### src/rtl/volctl_pkg.sv
package volctl_pkg;
  localparam int FRAME_W  = 16;
  localparam int CODE_W   = 8;
  localparam int MAX_STEP = 80;
  localparam int ATT_W    = $clog2(MAX_STEP + 1);
  localparam int N_CHAN   = 2;

  // field positions that a neighbouring bus master encodes
  localparam int ADDR_A_POS = 13;
  localparam int ADDR_B_POS = 12;
  localparam int SEL_HI     = 9;
  localparam int SEL_LO     = 8;

  typedef enum logic [1:0] {
    SEL_BOTH  = 2'b00,
    SEL_LEFT  = 2'b01,
    SEL_RIGHT = 2'b10,
    SEL_NONE  = 2'b11
  } chsel_e;

  typedef struct packed {
    logic             mute;
    logic [ATT_W-1:0] att;
  } chan_st_t;

  localparam chan_st_t CHAN_RESET = '{mute: 1'b1, att: ATT_W'(MAX_STEP)};

  function automatic chan_st_t code_to_state(input logic [CODE_W-1:0] code);
    chan_st_t s;
    s.mute = (code > CODE_W'(MAX_STEP));
    s.att  = s.mute ? ATT_W'(MAX_STEP) : code[ATT_W-1:0];
    return s;
  endfunction
endpackage

### src/rtl/volctl_sync.sv
module volctl_sync #(
  parameter int WIDTH  = 3,
  parameter int STAGES = 2
) (
  input  logic             clk,
  input  logic             rst_n,
  input  logic [WIDTH-1:0] async_i,
  output logic [WIDTH-1:0] sync_o
);
  logic [WIDTH-1:0] stage_q [STAGES];

  generate
    for (genvar s = 0; s < STAGES; s++) begin : g_stage
      always_ff @(posedge clk or negedge rst_n) begin
        if (!rst_n) begin
          stage_q[s] <= '0;
        end else if (s == 0) begin
          stage_q[s] <= async_i;
        end else begin
          stage_q[s] <= stage_q[(s == 0) ? 0 : s-1];
        end
      end
    end
  endgenerate

  assign sync_o = stage_q[STAGES-1];
endmodule

### src/rtl/volctl_shifter.sv
module volctl_shifter #(
  parameter int FRAME_W = 16
) (
  input  logic               clk,
  input  logic               rst_n,
  input  logic               sclk_s,
  input  logic               sdat_s,
  input  logic               slat_s,
  output logic [FRAME_W-1:0] frame_o,
  output logic               take_o
);
  localparam int CNT_W = $clog2(FRAME_W + 1);
  localparam logic [CNT_W-1:0] FULL = CNT_W'(FRAME_W);

  logic               sclk_q, slat_q;
  logic               rise_clk, rise_lat;
  logic [FRAME_W-1:0] shreg_q, shreg_nx;
  logic [CNT_W-1:0]   cnt_q, cnt_nx;

  always_comb begin
    rise_clk = sclk_s & ~sclk_q;
    rise_lat = slat_s & ~slat_q;
    shreg_nx = rise_clk ? {shreg_q[FRAME_W-2:0], sdat_s} : shreg_q;
    cnt_nx   = (rise_clk && cnt_q != FULL) ? cnt_q + 1'b1 : cnt_q;
    // a shift in the latch cycle belongs to the word being latched
    frame_o  = shreg_nx;
    take_o   = rise_lat && (cnt_nx == FULL);
  end

  always_ff @(posedge clk or negedge rst_n) begin
    if (!rst_n) begin
      sclk_q  <= 1'b0;
      slat_q  <= 1'b0;
      shreg_q <= '0;
      cnt_q   <= '0;
    end else begin
      sclk_q  <= sclk_s;
      slat_q  <= slat_s;
      shreg_q <= shreg_nx;
      cnt_q   <= rise_lat ? '0 : cnt_nx;
    end
  end
endmodule

### src/rtl/volctl_chan.sv
module volctl_chan
  import volctl_pkg::*;
(
  input  logic              clk,
  input  logic              rst_n,
  input  logic              wr_i,
  input  logic [CODE_W-1:0] code_i,
  output chan_st_t          st_o
);
  always_ff @(posedge clk or negedge rst_n) begin
    if (!rst_n) begin
      st_o <= CHAN_RESET;
    end else if (wr_i) begin
      st_o <= code_to_state(code_i);
    end
  end
endmodule

### src/rtl/vol_ctrl_top.sv
module vol_ctrl_top
  import volctl_pkg::*;
(
  input  logic             clk,
  input  logic             rst_n,
  input  logic             ser_dat,
  input  logic             ser_clk,
  input  logic             ser_lat,
  input  logic             strap_a,
  input  logic             strap_b,
  output logic [ATT_W-1:0] left_att,
  output logic             left_mute,
  output logic [ATT_W-1:0] right_att,
  output logic             right_mute
);
  logic [2:0]         raw_lines, sync_lines;
  logic [FRAME_W-1:0] frame;
  logic               take;
  logic               addr_hit;
  chsel_e             sel;
  logic [N_CHAN-1:0]  wr;
  chan_st_t           st [N_CHAN];

  assign raw_lines = {ser_lat, ser_clk, ser_dat};

  volctl_sync #(.WIDTH(3), .STAGES(2)) u_sync (
    .clk     (clk),
    .rst_n   (rst_n),
    .async_i (raw_lines),
    .sync_o  (sync_lines)
  );

  volctl_shifter #(.FRAME_W(FRAME_W)) u_shift (
    .clk     (clk),
    .rst_n   (rst_n),
    .sclk_s  (sync_lines[1]),
    .sdat_s  (sync_lines[0]),
    .slat_s  (sync_lines[2]),
    .frame_o (frame),
    .take_o  (take)
  );

  always_comb begin
    addr_hit = (frame[ADDR_A_POS] == strap_a) && (frame[ADDR_B_POS] == strap_b);
    sel      = chsel_e'(frame[SEL_HI:SEL_LO]);
    wr[0]    = take && addr_hit && (sel == SEL_BOTH || sel == SEL_LEFT);
    wr[1]    = take && addr_hit && (sel == SEL_BOTH || sel == SEL_RIGHT);
  end

  generate
    for (genvar c = 0; c < N_CHAN; c++) begin : g_chan
      volctl_chan u_chan (
        .clk    (clk),
        .rst_n  (rst_n),
        .wr_i   (wr[c]),
        .code_i (frame[CODE_W-1:0]),
        .st_o   (st[c])
      );
    end
  endgenerate

  assign left_att   = st[0].att;
  assign left_mute  = st[0].mute;
  assign right_att  = st[1].att;
  assign right_mute = st[1].mute;
endmodule

### config.mk
export PLATFORM = sky130hd
export DESIGN_NAME = vol_ctrl_top
export DESIGN_NICKNAME = d
export VERILOG_FILES = /design/src/rtl/volctl_pkg.sv /design/src/rtl/volctl_sync.sv /design/src/rtl/volctl_shifter.sv /design/src/rtl/volctl_chan.sv /design/src/rtl/vol_ctrl_top.sv
export SDC_FILE = /design/constraint.sdc
export NUM_CORES = 1
export LEC_CHECK = 0
export BUFFER_PORTS_ARGS = -buffer_cell sky130_fd_sc_hd__buf_2
export CAP_MARGIN = 20
export CORE_ASPECT_RATIO = 1.25
export CORE_MARGIN = 2
export CORE_UTILIZATION = 35
export CTS_BUF_LIST = sky130_fd_sc_hd__clkbuf_4
export CTS_CLUSTER_DIAMETER = 60
export DETAILED_ROUTE_END_ITERATION = 6
export GPL_TIMING_DRIVEN = 0
export PLACE_DENSITY = 0.56
export SLEW_MARGIN = 20
export SYNTH_ARGS = -nofsm -noshare
export SYNTH_HDL_FRONTEND = slang
export SYNTH_SLANG_ARGS = --single-unit
### constraint.sdc
create_clock -name clk -period 2.2 [get_ports clk]
set_input_delay 0.22 -clock clk [delete_from_list [all_inputs] [get_ports clk]]
set_output_delay 0.22 -clock clk [all_outputs]
set_load 0.01 [all_outputs]
* Word level (Yosys, flattened, before mapping)
Index checks and enable logic that the tools add are counted.
** Word-level totals
- Input bits :: 7
- RAM bits :: 0
- Bits in read-only memories :: 0
- Output and inout port bits :: 16
- Logic and storage cells :: 36
- Memories :: 0
- Register bits after elaboration :: 43
- Latch bits :: 0
** Operators by class
- Order comparisons :: 1
- Add/subtract/negate cells :: 1
- Bitwise logic cells :: 4
- Div/mod/pow operators :: 0
- $mul :: 0
- Reduce and logical (&&, ||, !) cells :: 9
- Multiplexer cells :: 4
- Shift operators :: 0
- Eq/ne operators :: 6
** Operators by type and width (number)
- $mux W14 :: 1
- $mux W5 :: 2
- $gt A8 B7 Y1 const B :: 1
- $mux W7 :: 1
- $logic_and A1 B1 Y1 :: 6
- $add A5 B1 Y5 const B :: 1
- $eq A5 B5 Y1 const B :: 1
- $ne A5 B5 Y1 const B :: 1
- $and A1 B1 Y1 :: 2
- $eq A1 B1 Y1 :: 2
- $eq A2 B1 Y1 const B :: 1
- $eq A2 B2 Y1 const B :: 1
- $logic_not A2 Y1 :: 1
- $logic_or A1 B1 Y1 :: 2
- $not A1 Y1 :: 2

* Logic depth before layout (Yosys ltp)
- Depth in word-level cells :: 8
- Depth in mapped cells :: 7
- Gate-level depth less buffers :: 7

* Cells and area by module
From an unflattened synthesis, not the netlist that was laid out.
** Unflattened totals
- Cells, all modules :: 140
- Area, all modules :: 1876.8 µm²
** By module, submodules not included
- volctl_shifter :: instances 1, area an instance 1001.0 µm², seq. area each 575.6 µm², cells an instance 73
- volctl_chan :: instances 2, area an instance 334.1 µm², seq. area each 203.9 µm², cells an instance 27
- volctl_sync :: instances 1, area an instance 172.7 µm², seq. area each 150.1 µm², cells an instance 9
- vol_ctrl_top :: instances 1, area an instance 35.0 µm², seq. area each 0.0 µm², cells an instance 4

* Least setup slack after synthesis
OpenSTA, ideal clock, no wires.
- Kind :: register -> register
- Start :: reg u_shift.cnt_q[0]
- End :: reg g_chan[0].u_chan.st_o[0] (netlist bit)
- Setup slack :: 0.078 ns
- Cell stages (with the launch flop) :: 8
- Arrival time :: 1.994 ns
- Required time :: 2.072 ns
- Buffers on the path :: 0
- Period minus slack after synthesis :: 2.122 ns
- Setup time :: 0.128 ns
- Path through :: dfrtp_1 inv_1 ha_1 and4bb_1 nand2_1 o311ai_2 nand4b_4 mux2_1
** On the way
- Cells in the longest elaborated chain, start to end :: 7
- Elaborated cells on any way between the ends :: 8
- Those cells by class :: 1 x add/sub; 2 x eq/ne; 1 x mux; 4 x reduce/logical
** Ends and longest elaborated chain
- from (decl) :: RTL line volctl_shifter.sv:18 : logic [CNT_W-1:0] cnt_q, cnt_nx;
- from (signal assigned) :: RTL line volctl_shifter.sv:40 : cnt_q <= rise_lat ? '0 : cnt_nx;
- parallel branches: the longest is 2 deep, another holds $add A5 B1 Y5
- $mux W5 (*) :: RTL line volctl_shifter.sv:24 : cnt_nx = (rise_clk && cnt_q != FULL) ? cnt_q + 1'b1 : cnt_q;
- $eq A5 B5 Y1 (*) :: RTL line volctl_shifter.sv:27 : take_o = rise_lat && (cnt_nx == FULL);
- $logic_and A1 B1 Y1 (*) :: RTL line volctl_shifter.sv:27
- $logic_and A1 B1 Y1 (*) (2 in a row) :: RTL line vol_ctrl_top.sv:46 : wr[0] = take && addr_hit && (sel == SEL_BOTH || sel == SEL_LEFT);
- to (signal assigned) :: RTL line volctl_chan.sv:14 : st_o <= code_to_state(code_i);
- to (decl) :: RTL line volctl_chan.sv:8 : output chan_st_t st_o
Mark *: on every way between the ends.
A chain may end at the register's enable or synchronous reset.

* Worst setup path after layout
- Start :: reg u_shift.cnt_q[0]
- End :: reg g_chan[0].u_chan.st_o[5] (netlist bit)
Same word-level chain as after synthesis.

==> run_results.csv <==
group,metric,value,unit
job,cap_violations,0,
clocking,cts_buffer_depth,2,
floorplanning,fp-row-count,30,
worst_setup_path,worstPathMaxFanout,8,
clocking,cts-root-buf,"clkbuf_4",
worst_setup_path,cp_cell_sequence,"inv_2, ha_4, and4bb_1, nand2_2, o311ai_4, nand4b_4, mux2_4",
route,totalWireLength,3690,um
clocking,cts_tree,"built",
floorplanning,ios,23,
run_status,status,"finished, final reports clean",
synthesis,synth-seq-cells,43,
floorplanning,start_util,0.358,
synthesis,syn_inst,162,
sta,setup_viol,0,
route,wl_per_cell,13.9,um
min_path,hold_path.class,"reg2reg",
route,drc,0,
sta,rsz0062_at_grt,"yes",
worst_setup_path,rr_startpoint,"u_shift.cnt_q[0]",
worst_setup_path,reg2reg_to,"g_chan[0].u_chan.st_o[5]",
global_route,antenna_found_initial,0,
final_layout,final_nets,209,
place,place_area,2110,um^2
worst_setup_path,startpoint_type,"register",
synthesis,ys_top_cells_by_area,"dfrtp_1, dfstp_2, nand2_1",
clocking,clk_latency,0.35,ns
power_and_ir_drop,leakagePower,1.24,nW
worst_setup_path,cp.required,2.44,ns
synthesis,netlist_area,1920,um^2
place,port_buffers,22,
global_route,grt_pass1_vias,1340,
sta,fin_crit,2.17,ns
final_layout,syn2layout_area_growth,21.1,%
synthesis,ys_warn_count,0,
floorplanning,core_area,5370,um^2
place,dp.cells,248,
final_layout,drive_gt1_frac,0.348,
floorplanning,dieHeight,86.8,um
worst_setup_path,crit_arrival,2.41,ns
worst_setup_path,worst-setup-path-type,"reg2reg",
clocking,clkSlewWorstSetupHoldPaths,0.13,ns
route,dr.pass1.iters,3,
worst_setup_path,r2r_cells,7,
sta,period_share,0.985,
sta,fmax,0.461,GHz
route,route.vias.total,1281,
worst_setup_path,endpoint,"g_chan[0].u_chan.st_o[5]",
final_layout,layout.cells.non_filler,265,
synthesis,yosysTopAreaCell,"dfrtp_1",
worst_setup_path,rrSetupSlack,0.03,ns
worst_setup_path,cp_slowest_cell,"dfrtp_1",
power_and_ir_drop,vdd_drop_max,0.348,mV
synthesis,synth_top_area_frac,0.482,
floorplanning,die_area,6100,um^2
global_route,overflow,0,
route,ant_nets,0,
final_layout,stdcell_area,2320,um^2
clocking,htreeDepth,2,
global_route,grt_start_max_net_pins,44,
synthesis,synth.avg_cell_area,11.8,um^2
sta,final_max_slew_viol_count,0,
sta,hold_viol,0,
power_and_ir_drop,power_density,720,nW/um^2
route,drt_iter0_markers,41,
worst_setup_path,critPathLaunch,"u_shift.cnt_q[0]",
worst_setup_path,cpPeakStageDelay,0.42,ns
global_route,grtUsageTotal,0.132,
sta,skew,0.0108,ns
global_route,grt_pass1_wl,6390,um
synthesis,netlist-cell-type-count,37,
place,dpl.hpwl,2410,um
synthesis,syn_nets,171,
final_layout,diodes,0,
place,gp_congestion,0.716,
clocking,cts_buffers,5,
sta,maxSlewHeadroom,0.632,
clocking,clock_sinks,43,
worst_setup_path,worst_setup_path_end_kind,"register",
floorplanning,fp.dieW,70.2,um
synthesis,ys_seq_area_frac,0.565,
route,via_per_inst,4.83,
sta,worst_slew_pin_slew,0.552,ns
-- where the power goes --
| part | switching, mW | internal (mW) |
|---|---|---|
| logic | 0.197 | 0.165 |
| clock network | 0.254 | 0.136 |
| registers | 0.0608 | 0.862 |
-- cell type report --
type,instances,area (um^2)
repair buffers,31,190
multi-input cells,110,863
flip-flops and latches,43,1080
fillers,509,3040
clock buffers,6,45.0
plain buffers,5,33.8
inverters,4,15.0
clock inverters,2,12.5
well taps,64,80.1
-- worst max-delay path: cells and delay by family (launching register included) --
family,cells,cell delay (ns)
AND/OR/NAND/NOR,3,0.66
flip-flops,1,0.42
multiplexers,1,0.36
AO/OA/AOI/OAI,1,0.33
adder cells (fa/ha/maj),1,0.19
buffers and inverters,1,0.08
-- state kept, by name, summed over array words and instances (netlist names) --
register and flops:
g_chan.u_chan.st_o 16, u_shift.cnt_q 5, u_shift.sclk_q 1, u_shift.shreg_q 14
u_shift.slat_q 1, u_sync.stage_q 3, u_sync.sync_o 3
-- Yosys cell counts --
| cell | n |
|---|---|
| xor2_1 | 2 |
| nand2b_1 | 1 |
| mux2_2 | 4 |
| nand4_1 | 2 |
| a22oi_1 | 1 |
| and3_1 | 1 |
| clkbuf_1 | 3 |
| ha_1 | 2 |
| nor2_1 | 6 |
| xnor2_1 | 4 |
| a21o_1 | 3 |
| nand4b_4 | 2 |
| nand3_1 | 3 |
| buf_6 | 2 |
| o311ai_1 | 1 |
| nand2_1 | 39 |
| nor2b_2 | 1 |
| o311ai_2 | 1 |
| inv_1 | 4 |
| o21ai_0 | 1 |
| nor3_1 | 2 |
| nor2b_1 | 2 |
| a22oi_4 | 1 |
| a21oi_1 | 5 |
| a211o_1 | 1 |
| nand3b_1 | 1 |
| dfrtp_1 | 37 |
| and4bb_1 | 1 |
| mux2i_2 | 1 |
| or3_1 | 1 |
| mux2_1 | 12 |
| dfstp_2 | 6 |
| mux2i_1 | 2 |
| and3b_1 | 3 |
| xor2_2 | 1 |
| a32oi_1 | 1 |
| a211oi_1 | 2 |
-- cells in the final DEF (no fill, tap or decap), types with 2 or more instances in the layout --
cell / netlist / final
dlygate4sd3_1: 0 / 4
mux2_2: 4 / 4
mux2i_1: 2 / 2
inv_2: 0 / 2
nor3_1: 2 / 2
inv_1: 4 / 2
nor2_1: 6 / 6
dfstp_2: 6 / 6
a211oi_1: 2 / 2
nand2_1: 39 / 38
buf_4: 0 / 6
nand4_1: 2 / 2
a21oi_1: 5 / 5
nand3_1: 3 / 3
nor2b_1: 2 / 2
buf_2: 0 / 21
clkbuf_1: 3 / 3
and3b_1: 3 / 3
nand4b_4: 2 / 2
buf_6: 2 / 2
clkbuf_4: 0 / 6
xnor2_1: 4 / 4
mux2_1: 12 / 3
dfrtp_1: 37 / 37
mux2_4: 0 / 9
a21o_1: 3 / 3
xor2_1: 2 / 2
-- through the flow --
stage	total power, mW	TNS, ns	setup WS, ns	hold WS (ns)	utilization
floorplan	1.14	0	0.0783	-0.0756	-
global placement	1.22	-1.81	-0.146	0.330	0.393
detailed placement	1.23	-2.06	-0.176	0.330	0.393
CTS	1.67	0	0.0103	0.0304	0.423
global route	1.77	-0.611	-0.0651	0.387	0.433
finish	1.67	0	0.0326	0.372	0.433
-- worst min path at each step --
stage,startpoint,endpoint,slack [ns],cells past startpoint
after global routing,u_sync.stage_q[5],u_sync.sync_o[2],0.39,0
after floorplan,rst_n,g_chan[0].u_chan.st_o[0],-0.08,0
after detailed placement,ser_clk,u_sync.stage_q[4],0.33,1
after global placement,ser_clk,u_sync.stage_q[4],0.33,1
after CTS,rst_n,u_sync.sync_o[2],0.03,1
final,u_sync.stage_q[5],u_sync.sync_o[2],0.37,0
-- timing repair --
action | CTS | global route
gates cloned | 0 | 0
hold endpoints to repair | 3 | 37
buffers inserted | 4 | 1
pin swaps | 6 | 5
resized for setup | 10 | 7
endpoints found under the setup margin | 16 | 16
hold buffers | 3 | 1
-- layer usage --
metal  part of all wire  global-route usage
met1               0.49               0.171
met2               0.47               0.220
met3              0.031              0.0291
met4              0.014              0.0472
met5                  0                   0
-- kinds of logic after synthesis --
family	share of synthesized area
muxes	0.111
xor gates and xnor gates	0.0359
AOI/OAI and AO/OA	0.0724
buffers and inverters	0.0254
adders and majority gates	0.0130
DFF	0.565
and+or+nand+nor	0.177
(Power assumes the default switching activity.)
